**src/rtl/palette_pkg.sv**
```systemverilog
package palette_pkg;

    // Display strobes that travel alongside each pixel
    typedef struct packed {
        logic de;
        logic hs;
        logic vs;
    } pix_sync_t;

    localparam pix_sync_t SYNC_IDLE = '{de: 1'b0, hs: 1'b0, vs: 1'b0};

endpackage

```
**src/rtl/palette_bus_decode.sv**
```systemverilog
module palette_bus_decode #(
    parameter int ADDR_W = 32,
    parameter int IDX_W = 4,
    parameter logic [ADDR_W-1:0] BASE_ADDR = 32'h8040_0000
) (
    input  logic              clk,
    input  logic              rst_n,
    input  logic              bus_wr_en,
    input  logic [ADDR_W-1:0] bus_addr,
    output logic              hit_we,
    output logic [IDX_W-1:0]  hit_idx
);
    // Word-aligned window: two byte-offset bits below the entry select
    localparam int WIN_LSB = IDX_W + 2;

    logic in_window;
    logic unused_low_bits;

    assign in_window       = (bus_addr[ADDR_W-1:WIN_LSB] == BASE_ADDR[ADDR_W-1:WIN_LSB]);
    assign hit_we          = bus_wr_en && in_window;
    assign hit_idx         = bus_addr[WIN_LSB-1:2];
    assign unused_low_bits = ^bus_addr[1:0];

    // no strobe, no table write
    p_no_strobe_r8: assert property (@(posedge clk) disable iff (!rst_n)
        !bus_wr_en |-> !hit_we);

endmodule

```
**src/rtl/palette_store.sv**
```systemverilog
module palette_store #(
    parameter int IDX_W = 4,
    parameter int CH_W = 8
) (
    input  logic               clk,
    input  logic               rst_n,
    input  logic               wr_en,
    input  logic [IDX_W-1:0]   wr_idx,
    input  logic [3*CH_W-1:0]  wr_rgb,
    input  logic [IDX_W-1:0]   rd_idx,
    output logic [3*CH_W-1:0]  rd_rgb
);
    localparam int ENTRIES = 1 << IDX_W;
    localparam int RGB_W   = 3 * CH_W;
    localparam int CH_MAX  = (1 << CH_W) - 1;
    localparam int STEP    = CH_MAX / (ENTRIES - 1);

    logic [RGB_W-1:0] mem_q [ENTRIES];

    function automatic logic [RGB_W-1:0] grey_of(input int i);
        logic [CH_W-1:0] lvl;
        lvl = CH_W'(i * STEP);
        return {lvl, lvl, lvl};
    endfunction

    always_ff @(posedge clk or negedge rst_n) begin
        if (!rst_n) begin
            for (int i = 0; i < ENTRIES; i++) begin
                mem_q[i] <= grey_of(i);
            end
        end else if (wr_en) begin
            mem_q[wr_idx] <= wr_rgb;
        end
    end

    // Read sees the contents before any write on the same edge
    assign rd_rgb = mem_q[rd_idx];

    for (genvar g = 0; g < ENTRIES; g++) begin : g_entry_chk
        // addressed entry takes the written colour
        p_write_lands_r6: assert property (@(posedge clk) disable iff (!rst_n)
            (wr_en && wr_idx == IDX_W'(g)) |=> (mem_q[g] == $past(wr_rgb)));
        // entries not addressed keep their colour
        p_others_hold_r7: assert property (@(posedge clk) disable iff (!rst_n)
            !(wr_en && wr_idx == IDX_W'(g)) |=> $stable(mem_q[g]));
    end

endmodule

```
**src/rtl/palette_out_stage.sv**
```systemverilog
module palette_out_stage
    import palette_pkg::*;
#(
    parameter int RGB_W = 24
) (
    input  logic             clk,
    input  logic             rst_n,
    input  logic [RGB_W-1:0] look_rgb,
    input  pix_sync_t        sync_in,
    output logic [RGB_W-1:0] rgb_q,
    output pix_sync_t        sync_q
);
    logic seen_edge_q;

    always_ff @(posedge clk or negedge rst_n) begin
        if (!rst_n) begin
            rgb_q       <= '0;
            sync_q      <= SYNC_IDLE;
            seen_edge_q <= 1'b0;
        end else begin
            rgb_q       <= sync_in.de ? look_rgb : '0;
            sync_q      <= sync_in;
            seen_edge_q <= 1'b1;
        end
    end

    // blanked pixels are black
    p_black_when_blank_r4: assert property (@(posedge clk) disable iff (!rst_n)
        !sync_q.de |-> (rgb_q == '0));

    // strobes lag inputs by one clock
    p_sync_lag_r5: assert property (@(posedge clk) disable iff (!rst_n)
        seen_edge_q |-> (sync_q == $past(sync_in)));

    // an enabled pixel carries the colour looked up one clock earlier
    p_colour_lag_r3: assert property (@(posedge clk) disable iff (!rst_n)
        (seen_edge_q && sync_q.de) |-> (rgb_q == $past(look_rgb)));

endmodule

```
**src/rtl/palette_lut.sv**
```systemverilog
module palette_lut
    import palette_pkg::*;
#(
    parameter int ADDR_W = 32,
    parameter int DATA_W = 32,
    parameter int IDX_W = 4,
    parameter int CH_W = 8,
    parameter logic [ADDR_W-1:0] BASE_ADDR = 32'h8040_0000
) (
    input  logic              clk,
    input  logic              rst_n,
    input  logic              bus_wr_en,
    input  logic [ADDR_W-1:0] bus_addr,
    input  logic [DATA_W-1:0] bus_wr_data,
    input  logic [IDX_W-1:0]  pix_index,
    input  logic              pix_de,
    input  logic              pix_hs,
    input  logic              pix_vs,
    output logic [3*CH_W-1:0] out_rgb,
    output logic              out_de,
    output logic              out_hs,
    output logic              out_vs
);
    localparam int RGB_W = 3 * CH_W;

    logic             hit_we;
    logic [IDX_W-1:0] hit_idx;
    logic [RGB_W-1:0] look_rgb;
    pix_sync_t        sync_in;
    pix_sync_t        sync_q;
    logic             unused_data_hi;

    assign unused_data_hi = ^bus_wr_data[DATA_W-1:RGB_W];

    palette_bus_decode #(
        .ADDR_W(ADDR_W),
        .IDX_W(IDX_W),
        .BASE_ADDR(BASE_ADDR)
    ) u_decode (
        .clk(clk),
        .rst_n(rst_n),
        .bus_wr_en(bus_wr_en),
        .bus_addr(bus_addr),
        .hit_we(hit_we),
        .hit_idx(hit_idx)
    );

    palette_store #(
        .IDX_W(IDX_W),
        .CH_W(CH_W)
    ) u_store (
        .clk(clk),
        .rst_n(rst_n),
        .wr_en(hit_we),
        .wr_idx(hit_idx),
        .wr_rgb(bus_wr_data[RGB_W-1:0]),
        .rd_idx(pix_index),
        .rd_rgb(look_rgb)
    );

    assign sync_in = '{de: pix_de, hs: pix_hs, vs: pix_vs};

    palette_out_stage #(
        .RGB_W(RGB_W)
    ) u_out (
        .clk(clk),
        .rst_n(rst_n),
        .look_rgb(look_rgb),
        .sync_in(sync_in),
        .rgb_q(out_rgb),
        .sync_q(sync_q)
    );

    assign out_de = sync_q.de;
    assign out_hs = sync_q.hs;
    assign out_vs = sync_q.vs;

endmodule

```
**config.mk**
```make
export PLATFORM = sky130hd
export DESIGN_NAME = palette_lut
export DESIGN_NICKNAME = d
export VERILOG_FILES = /design/src/rtl/palette_pkg.sv /design/src/rtl/palette_bus_decode.sv /design/src/rtl/palette_store.sv /design/src/rtl/palette_out_stage.sv /design/src/rtl/palette_lut.sv
export SDC_FILE = /design/constraint.sdc
export NUM_CORES = 1
export LEC_CHECK = 0
export ABC_AREA = 1
export BUFFER_PORTS_ARGS = -buffer_cell sky130_fd_sc_hd__buf_2
export CORE_MARGIN = 2
export CORE_UTILIZATION = 48
export CTS_BUF_LIST = sky130_fd_sc_hd__clkbuf_16
export DETAILED_ROUTE_END_ITERATION = 8
export SLEW_MARGIN = 20
export SYNTH_ARGS = -nofsm -noshare
export SYNTH_HDL_FRONTEND = slang
export SYNTH_HIERARCHICAL = 1
export SYNTH_SLANG_ARGS = --single-unit
```
**constraint.sdc**
```tcl
create_clock -name clk -period 2.5 [get_ports clk]
set_clock_uncertainty 0.15 [all_clocks]
set_input_delay 0.75 -clock clk [delete_from_list [all_inputs] [get_ports clk]]
set_output_delay 0.75 -clock clk [all_outputs]
set_load 0.02 [all_outputs]
```
Yosys cells after proc, flatten, opt, wreduce, memory -nomap -nowiden:

Index checks and enable logic that the tools add are counted.

* register bits: 411
* latch bits: 0
* bits in writable memories: 0
* memory bits (read-only): 0
* output and inout bits: 27
* memories kept: 0

* $add $sub $neg: 0
* multipliers: 0
* div/mod/pow operators: 0
* $lt $le $gt $ge: 3
* equality and inequality tests: 1
* shift-type cells: 0
* multiplexer cells: 7
* bitwise operators: 2
* reduce and logical (&&, ||, !) cells: 2

Operator list (number)
* 384-bit bitwise mux: 1
* 24-bit binary-select mux with 4-bit select: 1
* 24-bit demux with 4-bit select: 1
* 24-bit two-way mux: 4
* 26-bit equality test, second input constant: 1
* 5-bit greater-or-equal comparator, second input constant: 2
* 4-bit inverter with 5-bit output: 2
* 5-bit by 1-bit less-than comparator with 1-bit output, second input constant: 1
* 1-bit logical AND: 2

Longest topological paths before layout:

Gate-level depths: netlist of run 1.

* word-level depth: 6
* mapped depth: 13
* gate-level depth less buffers: 11

Hierarchy:

Netlist of run 1, hierarchy kept.

By module, submodules not included
* palette_store: times used 1, cells an instance 2471, area each 18971.9 um^2, sequential area each 9849.4 um^2
* palette_out_stage: times used 1, cells an instance 77, area each 878.3 um^2, sequential area each 675.6 um^2
* palette_bus_decode: times used 1, cells an instance 38, area each 158.9 um^2, sequential area each 0.0 um^2

Least setup slack after synthesis of run 1:

OpenSTA, ideal clock, no wires.

* path kind: input port to flip-flop
* start point: input port bus_addr[15]
* end point: register u_store/mem_q[65] (netlist name)
* arrival: 2036 ps
* path slack: 181 ps
* stages on the path: 12
* path through: nor2_1 nand2_1 nor2_1 nand2_1 nor2_1 nand2_2 nor2_2 nand2_1 buf_4 buf_6 nand2_1 o21ai_0

* cells in the longest elaborated chain, start to end: 2

Ends and longest elaborated chain
* from (decl): RTL line palette_lut.sv:13 `input logic [ADDR_W-1:0] bus_addr,`
* 26-bit equality test: RTL line palette_bus_decode.sv:19 `assign in_window = (bus_addr[ADDR_W-1:WIN_LSB] == BASE_ADDR[ADDR_W-1:WIN_LSB]);`
* 1-bit logical AND: RTL line palette_bus_decode.sv:20 `assign hit_we = bus_wr_en && in_window;`
* via hit_we: RTL line palette_lut.sv:26 `logic hit_we;`
* to (signal, indexed assignment): RTL line palette_store.sv:29 `mem_q[i] <= grey_of(i);`
* to (signal, indexed assignment): RTL line palette_store.sv:32 `mem_q[wr_idx] <= wr_rgb;`
* to (decl): RTL line palette_store.sv:18 `logic [RGB_W-1:0] mem_q [ENTRIES];`

The timed path passes the listed nets, and every way through them passes these cells.
A chain may end at the register's enable or synchronous reset.

Final worst setup path of run 1:

* start point: input port bus_addr[13]
* end point: register u_store/mem_q[228] (netlist name)

The elaborated chain is that of the path after synthesis.

==> run_summary.xml, run 1 <==
<?xml version="1.0" encoding="UTF-8"?>
<metrics>
  <group name="run_status">
    <metric name="outcome" unit="">finished, final reports clean</metric>
  </group>
  <group name="routing">
    <metric name="route.detailed.wl_per_inst" unit="um">17.48</metric>
    <metric name="drt_iter0_markers" unit="">1350</metric>
    <metric name="detailedRoute.firstPassIterationCount" unit="">6</metric>
    <metric name="remaining_drc_errors" unit="">0</metric>
    <metric name="route.detailed.vias_per_inst" unit="">5.163</metric>
    <metric name="ant_nets" unit="">0</metric>
    <metric name="via_count" unit="">16410</metric>
    <metric name="routed_wl" unit="um">55550</metric>
  </group>
  <group name="synth">
    <metric name="syn-mean-instance-area" unit="um2">7.738</metric>
    <metric name="yosysSeqAreaShare" unit="">0.5260</metric>
    <metric name="yosysWarningCount" unit="">6</metric>
    <metric name="ys_ff_latch" unit="">411</metric>
    <metric name="synth-main-ff-cell" unit="">sky130_fd_sc_hd__dfrtp_1</metric>
    <metric name="yosysTopAreaCell" unit="">sky130_fd_sc_hd__dfrtp_1</metric>
    <metric name="synthDominantCellAreaShare" unit="">0.2739</metric>
    <metric name="synth_nets" unit="">2660</metric>
    <metric name="synth-edff-count" unit="">0</metric>
    <metric name="async_flop_share" unit="">1.000</metric>
    <metric name="syn_inst" unit="">2586</metric>
    <metric name="synth.cells.most_frequent" unit="">848 x sky130_fd_sc_hd__nand2_1, 393 x sky130_fd_sc_hd__inv_1, 378 x sky130_fd_sc_hd__o21ai_0</metric>
    <metric name="synth_cell_type_count" unit="">20</metric>
    <metric name="synth.area.top_cells" unit="">sky130_fd_sc_hd__dfrtp_1 27%, sky130_fd_sc_hd__dfstp_2 25%, sky130_fd_sc_hd__nand2_1 16%, sky130_fd_sc_hd__o21ai_0 9.5%, sky130_fd_sc_hd__inv_1 7.4%</metric>
    <metric name="netlist_area" unit="um2">20010</metric>
    <metric name="synth_most_common_cell" unit="">sky130_fd_sc_hd__nand2_1</metric>
  </group>
  <group name="setup_path">
    <metric name="reg2reg_setup_slack" unit="ns">0.94</metric>
    <metric name="critical_path.reg2reg.endpoint" unit="">u_out/rgb_q[13]$_DFF_PN0_</metric>
    <metric name="timing.critical_path.required" unit="ns">2.79</metric>
    <metric name="worst_setup_path_start_kind" unit="">input pin</metric>
    <metric name="worstRegToRegCells" unit="">8</metric>
    <metric name="worst_path_largest_cell_delay" unit="ns">0.28</metric>
    <metric name="timing.critical_path.to_type" unit="">flip-flop</metric>
    <metric name="rr_startpoint" unit="">u_store/mem_q[133]$_DFFE_PN1P_</metric>
    <metric name="cp_cell_sequence" unit="">buf_2 &gt; nor2_1 &gt; nand2_1 &gt; nor2_1 &gt; nand2_1 &gt; nor2_1 &gt; nand3b_2 &gt; nor3_4 &gt; buf_12 &gt; o21ai_0</metric>
    <metric name="timing.critical_path.max_delay_family" unit="">simple AND/OR/NAND/NOR gates</metric>
    <metric name="critical-path-slowest-cell" unit="">sky130_fd_sc_hd__buf_12</metric>
    <metric name="setup.worst_path.class" unit="">input pin to flip-flop</metric>
    <metric name="most_numerous_cell_on_the_critical_path" unit="">sky130_fd_sc_hd__nor2_1</metric>
    <metric name="timing.critical_path.fanout_max" unit="">48</metric>
    <metric name="critPathArrivalTime" unit="ns">2.34</metric>
    <metric name="cp_num_buf_inv" unit="">2</metric>
  </group>
  <group name="finish">
    <metric name="fillCellCount" unit="">3831</metric>
    <metric name="design.final.nets" unit="">2681</metric>
    <metric name="finish.cell_count_without_fillers" unit="">3178</metric>
    <metric name="drive_above_1_share" unit="">0.1716</metric>
    <metric name="final_core_utilization" unit="">0.5559</metric>
    <metric name="area_growth" unit="%">13.96</metric>
  </group>
  <group name="clock_tree">
    <metric name="clk_pin_slew_worst_paths" unit="ns">0.06</metric>
    <metric name="hold_buffers" unit="">1</metric>
    <metric name="cts_tree" unit="">built</metric>
    <metric name="ctsResizeCount" unit="">0</metric>
    <metric name="cts.path.max_buffers" unit="">3</metric>
    <metric name="post-cts-setup-buffers" unit="">0</metric>
    <metric name="worstSkewPairLatency" unit="ns">0.57</metric>
    <metric name="cts_buffers" unit="">46</metric>
    <metric name="ctsRootBufferMaster" unit="">sky130_fd_sc_hd__clkbuf_16</metric>
    <metric name="cts.sinks" unit="">411</metric>
    <metric name="clock_tree.htree_level_count" unit="">2</metric>
  </group>
  <group name="global_routing">
    <metric name="grt_pass1_vias" unit="">15810</metric>
    <metric name="all_layer_gr_usage" unit="">0.2654</metric>
    <metric name="grt_pass1_wl" unit="um">89470</metric>
    <metric name="grt_antenna_before_repair" unit="">2</metric>
    <metric name="pin_count_of_the_biggest_net_entering_global_routing" unit="">79</metric>
    <metric name="global_route.overflow_total" unit="">0</metric>
  </group>
  <group name="timing">
    <metric name="fin_ws" unit="ns">0.4460</metric>
    <metric name="relSlewSlack" unit="">0.6218</metric>
    <metric name="achievable-frequency" unit="MHz">486.9</metric>
    <metric name="timing_worst_slew_pin_value" unit="ns">0.5673</metric>
    <metric name="maxSlewViolCount" unit="">0</metric>
    <metric name="setup_violations" unit="">0</metric>
    <metric name="setup_repair_after_global_routing_missed_its_margin" unit="">false</metric>
    <metric name="finalCritPeriodShare" unit="">0.8216</metric>
    <metric name="timing.final.hold_violations" unit="">0</metric>
    <metric name="final.min_clock_period" unit="ns">2.054</metric>
    <metric name="whs" unit="ns">0.1447</metric>
  </group>
  <group name="worst_hold_path">
    <metric name="worst_hold_path.endpoint" unit="">u_out/sync_q[0]$_DFF_PN0_</metric>
    <metric name="hold_path_depth" unit="">1</metric>
    <metric name="holdCritPathClass" unit="">input pin to flip-flop</metric>
    <metric name="hold_start" unit="">pix_vs</metric>
  </group>
  <group name="floorplanning">
    <metric name="die-height" unit="um">208.2</metric>
    <metric name="floorplan.die.width" unit="um">208.2</metric>
    <metric name="coreArea" unit="um2">41020</metric>
    <metric name="rows" unit="">74</metric>
    <metric name="die_area" unit="um2">43330</metric>
    <metric name="pin_count" unit="">101</metric>
    <metric name="starting_density" unit="">0.4878</metric>
  </group>
  <group name="place">
    <metric name="numPortBuffers" unit="">90</metric>
    <metric name="place_ws" unit="ns">-0.1409</metric>
    <metric name="place.gp.congestion" unit="">0.8082</metric>
    <metric name="dp_cells" unit="">3090</metric>
    <metric name="dp_hpwl" unit="um">33930</metric>
  </group>
  <group name="power">
    <metric name="power_leakage" unit="uW">0.01065</metric>
    <metric name="ir_worst_vdd" unit="mV">0.4622</metric>
    <metric name="powerDensity" unit="nW/um2">657.0</metric>
  </group>
  <group name="run">
    <metric name="timing.max_cap.violations" unit="">0</metric>
  </group>
</metrics>
[cells in the final DEF (no fill, tap or decap), types with 16 or more instances in the layout]
master,netlist,final
sky130_fd_sc_hd__buf_12,0,40
sky130_fd_sc_hd__buf_2,42,87
sky130_fd_sc_hd__buf_4,20,31
sky130_fd_sc_hd__clkbuf_16,0,49
sky130_fd_sc_hd__dfrtp_1,219,219
sky130_fd_sc_hd__dfstp_2,192,192
sky130_fd_sc_hd__inv_1,393,396
sky130_fd_sc_hd__nand2_1,848,840
sky130_fd_sc_hd__nand3_1,293,289
sky130_fd_sc_hd__nor2_1,18,16
sky130_fd_sc_hd__o21ai_0,378,378
sky130_fd_sc_hd__o21ai_1,41,41
[worst max-delay path by stage]
stage / from / to / slack [ns] / cells after the start
4_1_cts: bus_addr[13] / u_store/mem_q[219]$_DFFE_PN0P_ / 0.46 / 10
2_1_floorplan: bus_addr[15] / u_store/mem_q[65]$_DFFE_PN0P_ / 0.18 / 12
5_1_grt: bus_addr[15] / u_store/mem_q[228]$_DFFE_PN0P_ / 0.19 / 11
6_report: bus_addr[13] / u_store/mem_q[228]$_DFFE_PN0P_ / 0.45 / 10
3_3_place_gp: bus_addr[15] / u_store/mem_q[228]$_DFFE_PN0P_ / -0.13 / 10
3_5_place_dp: bus_addr[13] / u_store/mem_q[219]$_DFFE_PN0P_ / -0.14 / 10
[final cells by class]
cell class	instances	area, um2	share of cell area
Antenna cell	1	2.502	0.0001097
Clock inverter	37	392.9	0.01723
Timing Repair Buffer	161	1505	0.06601
Tap cell	532	665.6	0.02919
Clock buffer	49	1226	0.05378
Sequential cell	411	10530	0.4616
Inverter	395	1485	0.06513
Multi-Input combinational cell	1592	6999	0.3070
[metal layers]
metal,up-vias,share of wire,GRT usage
li1,8048,-,-
met3,100,0.063,0.03638
met4,0,0.028,0.08162
met2,504,0.46,0.4340
met5,-,0,0
met1,7757,0.45,0.3686
[power breakdown]
part | switching (uW) | leakage [uW] | total [uW] | internal, uW
registers | 8.42 | 0.00477 | 6710 | 6700
clock network | 2730 | 0.000823 | 7190 | 4450
logic | 777 | 0.00505 | 1090 | 310
[flip-flops by register name, indices dropped and copies added (netlist names)]
register and cells:
u_out/sync_q 3, u_store/mem_q 384, u_out/rgb_q 24
[through the flow]
stage | TNS, ns | area, um2 | total power, uW
floorplan | 0 | 20010 | 7368
finish | 0 | 22800 | 14980
global route | 0 | 22800 | 15560
global placement | -16.62 | 21170 | 7902
detailed placement | -18.88 | 21170 | 7909
CTS | 0 | 22800 | 15170
[kinds of logic after synthesis]
group / count (synthesis) / share of synthesized area
compound gates: 426 / 0.1079
buf+inv: 583 / 0.1276
simple gates: 1166 / 0.2386
flops: 411 / 0.5260
(Power assumes the default switching activity.)
==> run 2: changes to the inputs <==
--- a/config.mk
+++ b/config.mk
@@ -5,12 +5,13 @@
 export SDC_FILE = /design/constraint.sdc
 export NUM_CORES = 1
 export LEC_CHECK = 0
-export ABC_AREA = 1
+export ABC_AREA = 0
 export BUFFER_PORTS_ARGS = -buffer_cell sky130_fd_sc_hd__buf_2
 export CORE_MARGIN = 2
 export CORE_UTILIZATION = 48
 export CTS_BUF_LIST = sky130_fd_sc_hd__clkbuf_16
 export DETAILED_ROUTE_END_ITERATION = 8
+export PLACE_DENSITY = 0.68
 export SLEW_MARGIN = 20
 export SYNTH_ARGS = -nofsm -noshare
 export SYNTH_HDL_FRONTEND = slang
==> constraint.sdc (replaced) <==
create_clock -name clk -period 1.67 [get_ports clk]
set_clock_uncertainty 0.15 [all_clocks]
set_input_delay 0.501 -clock clk [delete_from_list [all_inputs] [get_ports clk]]
set_output_delay 0.501 -clock clk [all_outputs]
set_load 0.02 [all_outputs]
==> run_summary.xml, run 2 <==
<?xml version="1.0" encoding="UTF-8"?>
<metrics>
  <group name="synth">
    <metric name="synth_cell_type_count" unit="">27</metric>
    <metric name="synth.area.top_cells" unit="">sky130_fd_sc_hd__dfrtp_1 30%, sky130_fd_sc_hd__dfstp_2 27%, sky130_fd_sc_hd__mux2_2 22%, sky130_fd_sc_hd__mux4_2 12%, sky130_fd_sc_hd__a22oi_1 1.9%</metric>
    <metric name="synth_nets" unit="">1201</metric>
    <metric name="yosysWarningCount" unit="">6</metric>
    <metric name="synth-main-ff-cell" unit="">sky130_fd_sc_hd__dfrtp_1</metric>
    <metric name="yosysSeqAreaShare" unit="">0.5688</metric>
    <metric name="async_flop_share" unit="">1.000</metric>
    <metric name="netlist_area" unit="um2">18500</metric>
    <metric name="synth-edff-count" unit="">0</metric>
    <metric name="synthDominantCellAreaShare" unit="">0.2962</metric>
    <metric name="synth.cells.most_frequent" unit="">361 x sky130_fd_sc_hd__mux2_2, 219 x sky130_fd_sc_hd__dfrtp_1, 192 x sky130_fd_sc_hd__dfstp_2</metric>
    <metric name="syn_inst" unit="">1127</metric>
    <metric name="synth_most_common_cell" unit="">sky130_fd_sc_hd__mux2_2</metric>
    <metric name="syn-mean-instance-area" unit="um2">16.42</metric>
    <metric name="ys_ff_latch" unit="">411</metric>
    <metric name="yosysTopAreaCell" unit="">sky130_fd_sc_hd__dfrtp_1</metric>
  </group>
  <group name="finish">
    <metric name="layout.cells.most_common_list" unit="">286 x sky130_fd_sc_hd__mux2_4, 219 x sky130_fd_sc_hd__dfrtp_1, 192 x sky130_fd_sc_hd__dfstp_2</metric>
    <metric name="area_growth" unit="%">34.07</metric>
    <metric name="design.final.nets" unit="">1408</metric>
    <metric name="final_core_utilization" unit="">0.6555</metric>
    <metric name="most_common_library_cell_in_the_layout_ignoring_fill_and_taps" unit="">sky130_fd_sc_hd__mux2_4</metric>
    <metric name="drive_above_1_share" unit="">0.7699</metric>
    <metric name="reg_top3" unit="">u_store/mem_q x384, u_out/rgb_q x24, u_out/sync_q x3</metric>
    <metric name="top_register" unit="">u_store/mem_q</metric>
    <metric name="largest_register_ffs" unit="">384</metric>
    <metric name="finish.cell_count_without_fillers" unit="">1882</metric>
  </group>
  <group name="routing">
    <metric name="routed-wl-met3" unit="um">2924</metric>
    <metric name="maxUsedRoutingLayer" unit="">met5</metric>
    <metric name="routedLengthMet1" unit="um">23210</metric>
    <metric name="via_count" unit="">11190</metric>
    <metric name="route.detailed.vias_per_inst" unit="">5.945</metric>
    <metric name="detailedRoute.firstPassIterationCount" unit="">4</metric>
    <metric name="route.detailed.wl_per_inst" unit="um">29.59</metric>
    <metric name="detailroute.wirelength.met2" unit="um">27160</metric>
    <metric name="drt_iter0_markers" unit="">754</metric>
    <metric name="remaining_drc_errors" unit="">0</metric>
    <metric name="routed_wl" unit="um">55690</metric>
    <metric name="ant_nets" unit="">0</metric>
  </group>
  <group name="floorplanning">
    <metric name="starting_density" unit="">0.4889</metric>
    <metric name="pin_count" unit="">101</metric>
    <metric name="coreArea" unit="um2">37840</metric>
    <metric name="die-height" unit="um">200.3</metric>
    <metric name="floorplan.die.width" unit="um">200.3</metric>
    <metric name="die_area" unit="um2">40130</metric>
    <metric name="rows" unit="">71</metric>
  </group>
  <group name="timing">
    <metric name="setup_violations" unit="">412</metric>
    <metric name="fin_ws" unit="ns">-0.7563</metric>
    <metric name="final.min_clock_period" unit="ns">2.426</metric>
    <metric name="finalCritPeriodShare" unit="">1.453</metric>
    <metric name="setup_repair_after_global_routing_missed_its_margin" unit="">true</metric>
    <metric name="timing_worst_slew_pin_value" unit="ns">0.6490</metric>
    <metric name="achievable-frequency" unit="MHz">412.2</metric>
    <metric name="timing.final.hold_violations" unit="">0</metric>
    <metric name="relSlewSlack" unit="">0.5674</metric>
    <metric name="maxSlewViolCount" unit="">0</metric>
  </group>
  <group name="run_status">
    <metric name="outcome" unit="">finished with violations</metric>
    <metric name="violated_checks" unit="">negative setup slack</metric>
  </group>
  <group name="setup_path">
    <metric name="timing.critical_path.fanout_max" unit="">5</metric>
    <metric name="worstRegToRegCells" unit="">4</metric>
    <metric name="rr_startpoint" unit="">u_store/mem_q[303]$_DFFE_PN0P_</metric>
    <metric name="timing.critical_path.to_type" unit="">flip-flop</metric>
    <metric name="timing.critical_path.required" unit="ns">1.95</metric>
    <metric name="critPathArrivalTime" unit="ns">2.71</metric>
    <metric name="critical_path.reg2reg.endpoint" unit="">u_out/rgb_q[15]$_DFF_PN0_</metric>
    <metric name="setup.worst_path.class" unit="">input pin to flip-flop</metric>
    <metric name="reg2reg_setup_slack" unit="ns">-0.02</metric>
    <metric name="worst_setup_path_start_kind" unit="">input pin</metric>
    <metric name="worst_path_largest_cell_delay" unit="ns">0.36</metric>
    <metric name="cp_cell_sequence" unit="">buf_6 &gt; nor4_4 &gt; nand4_1 &gt; nor4_4 &gt; buf_6 &gt; nand3b_1 &gt; buf_4 &gt; nor2_4 &gt; buf_12 &gt; clkbuf_16 &gt; mux2_4</metric>
    <metric name="critical-path-slowest-cell" unit="">sky130_fd_sc_hd__nor4_4</metric>
  </group>
  <group name="clock_tree">
    <metric name="clk_pin_slew_worst_paths" unit="ns">0.07</metric>
    <metric name="clock_tree.htree_level_count" unit="">2</metric>
    <metric name="cts.sinks" unit="">411</metric>
    <metric name="cts_tree" unit="">built</metric>
    <metric name="cts_buffers" unit="">44</metric>
    <metric name="cts.path.max_buffers" unit="">3</metric>
    <metric name="ctsRootBufferMaster" unit="">sky130_fd_sc_hd__clkbuf_16</metric>
    <metric name="worstSkewPairLatency" unit="ns">0.56</metric>
  </group>
  <group name="global_routing">
    <metric name="grt_pass1_wl" unit="um">76980</metric>
    <metric name="all_layer_gr_usage" unit="">0.2536</metric>
    <metric name="global_route.overflow_total" unit="">0</metric>
    <metric name="grt_pass1_vias" unit="">11860</metric>
    <metric name="grt_antenna_before_repair" unit="">5</metric>
    <metric name="pin_count_of_the_biggest_net_entering_global_routing" unit="">71</metric>
  </group>
  <group name="power">
    <metric name="power_leakage" unit="uW">0.01103</metric>
    <metric name="ir_worst_vdd" unit="mV">0.7206</metric>
    <metric name="powerDensity" unit="nW/um2">835.3</metric>
  </group>
  <group name="place">
    <metric name="place.gp.congestion" unit="">0.7591</metric>
    <metric name="numPortBuffers" unit="">90</metric>
    <metric name="dp_hpwl" unit="um">28880</metric>
    <metric name="dp_cells" unit="">1729</metric>
  </group>
  <group name="worst_hold_path">
    <metric name="holdCritPathClass" unit="">input pin to async pin</metric>
  </group>
  <group name="run">
    <metric name="timing.max_cap.violations" unit="">0</metric>
  </group>
</metrics>
-- run 2: timing repair --
| item | CTS | global route |
|---|---|---|
| resized for setup | 51 | 191 |
| hold buffers | 3 | 0 |
| cloned | 16 | 19 |
| endpoints found under the setup margin | 430 | 432 |
| endpoints found under the hold margin | 86 | 0 |
| buffers inserted | 18 | 24 |
| pin swaps | 7 | 17 |
-- run 2: cell type report --
type,instances,area [um2]
diodes,2,5.005
multi-input cells,615,8741
well taps,511,639.4
clock inverters,34,234.0
fillers,2556,13040
flip-flops and latches,411,10530
repair buffers,262,3486
clock buffers,47,1176
-- run 2: metal layers --
layer,track usage,vias to the layer above
li1,-,4605
met1,0.3512,6102
met2,0.4183,341
met3,0.03563,136
met4,0.07884,4
met5,0,-
-- run 2: cell families (layout without fill, tap and decap cells) --
kind of cell           after synthesis  after routing  synth area share
other                                0              2                 0
multiplexers                       480            480            0.3546
AO/OA/AOI/OAI                       48             48           0.01948
buffers and inverters              101            343           0.02786
AND/OR/NAND/NOR                     87             87           0.02921
flip-flops                         411            411            0.5688
-- run 2: worst max-delay path, delay by kind of cell --
family,cells,cell delay [ns]
and+or+nand+nor,5,1.08
muxes,1,0.30
buffers and inverters,5,0.80
-- run 2: per-stage QoR --
stage	power, uW	instance area, um2	setup WS (ns)	hold slack, ns	setup TNS [ns]
2_1_floorplan	10550	19650	-1.032	0.05541	-344.89
3_3_place_gp	11160	21360	-1.219	0.2180	-436.72
3_5_place_dp	11170	21360	-1.274	0.2139	-446.84
4_1_cts	20760	23660	-0.6345	0.2410	-207.03
5_1_grt	21380	24800	-0.8184	0.2537	-256.29
6_report	20720	24810	-0.7563	0.2506	-227.18
-- run 2: power breakdown --
| part | leakage, uW | internal [uW] | switching [uW] | total [uW] |
|---|---|---|---|---|
| clock network | 0.000743 | 5530 | 4070 | 9610 |
| registers | 0.00503 | 9990 | 1.74 | 9990 |
| logic | 0.00525 | 434 | 692 | 1130 |
| total | 0.0110 | 16000 | 4770 | 20700 |
-- run 2: how the worst max path moves through the flow --
stage | slack, ns | endpoint | from
4_1_cts | -0.63 | u_store/mem_q[360]$_DFFE_PN0P_ | bus_addr[13]
6_report | -0.76 | u_store/mem_q[77]$_DFFE_PN0P_ | bus_addr[29]
2_1_floorplan | -1.03 | u_store/mem_q[360]$_DFFE_PN0P_ | bus_addr[12]
5_1_grt | -0.82 | u_store/mem_q[72]$_DFFE_PN0P_ | bus_addr[29]
3_3_place_gp | -1.22 | u_store/mem_q[363]$_DFFE_PN0P_ | bus_addr[15]
3_5_place_dp | -1.27 | u_store/mem_q[378]$_DFFE_PN0P_ | bus_addr[7]
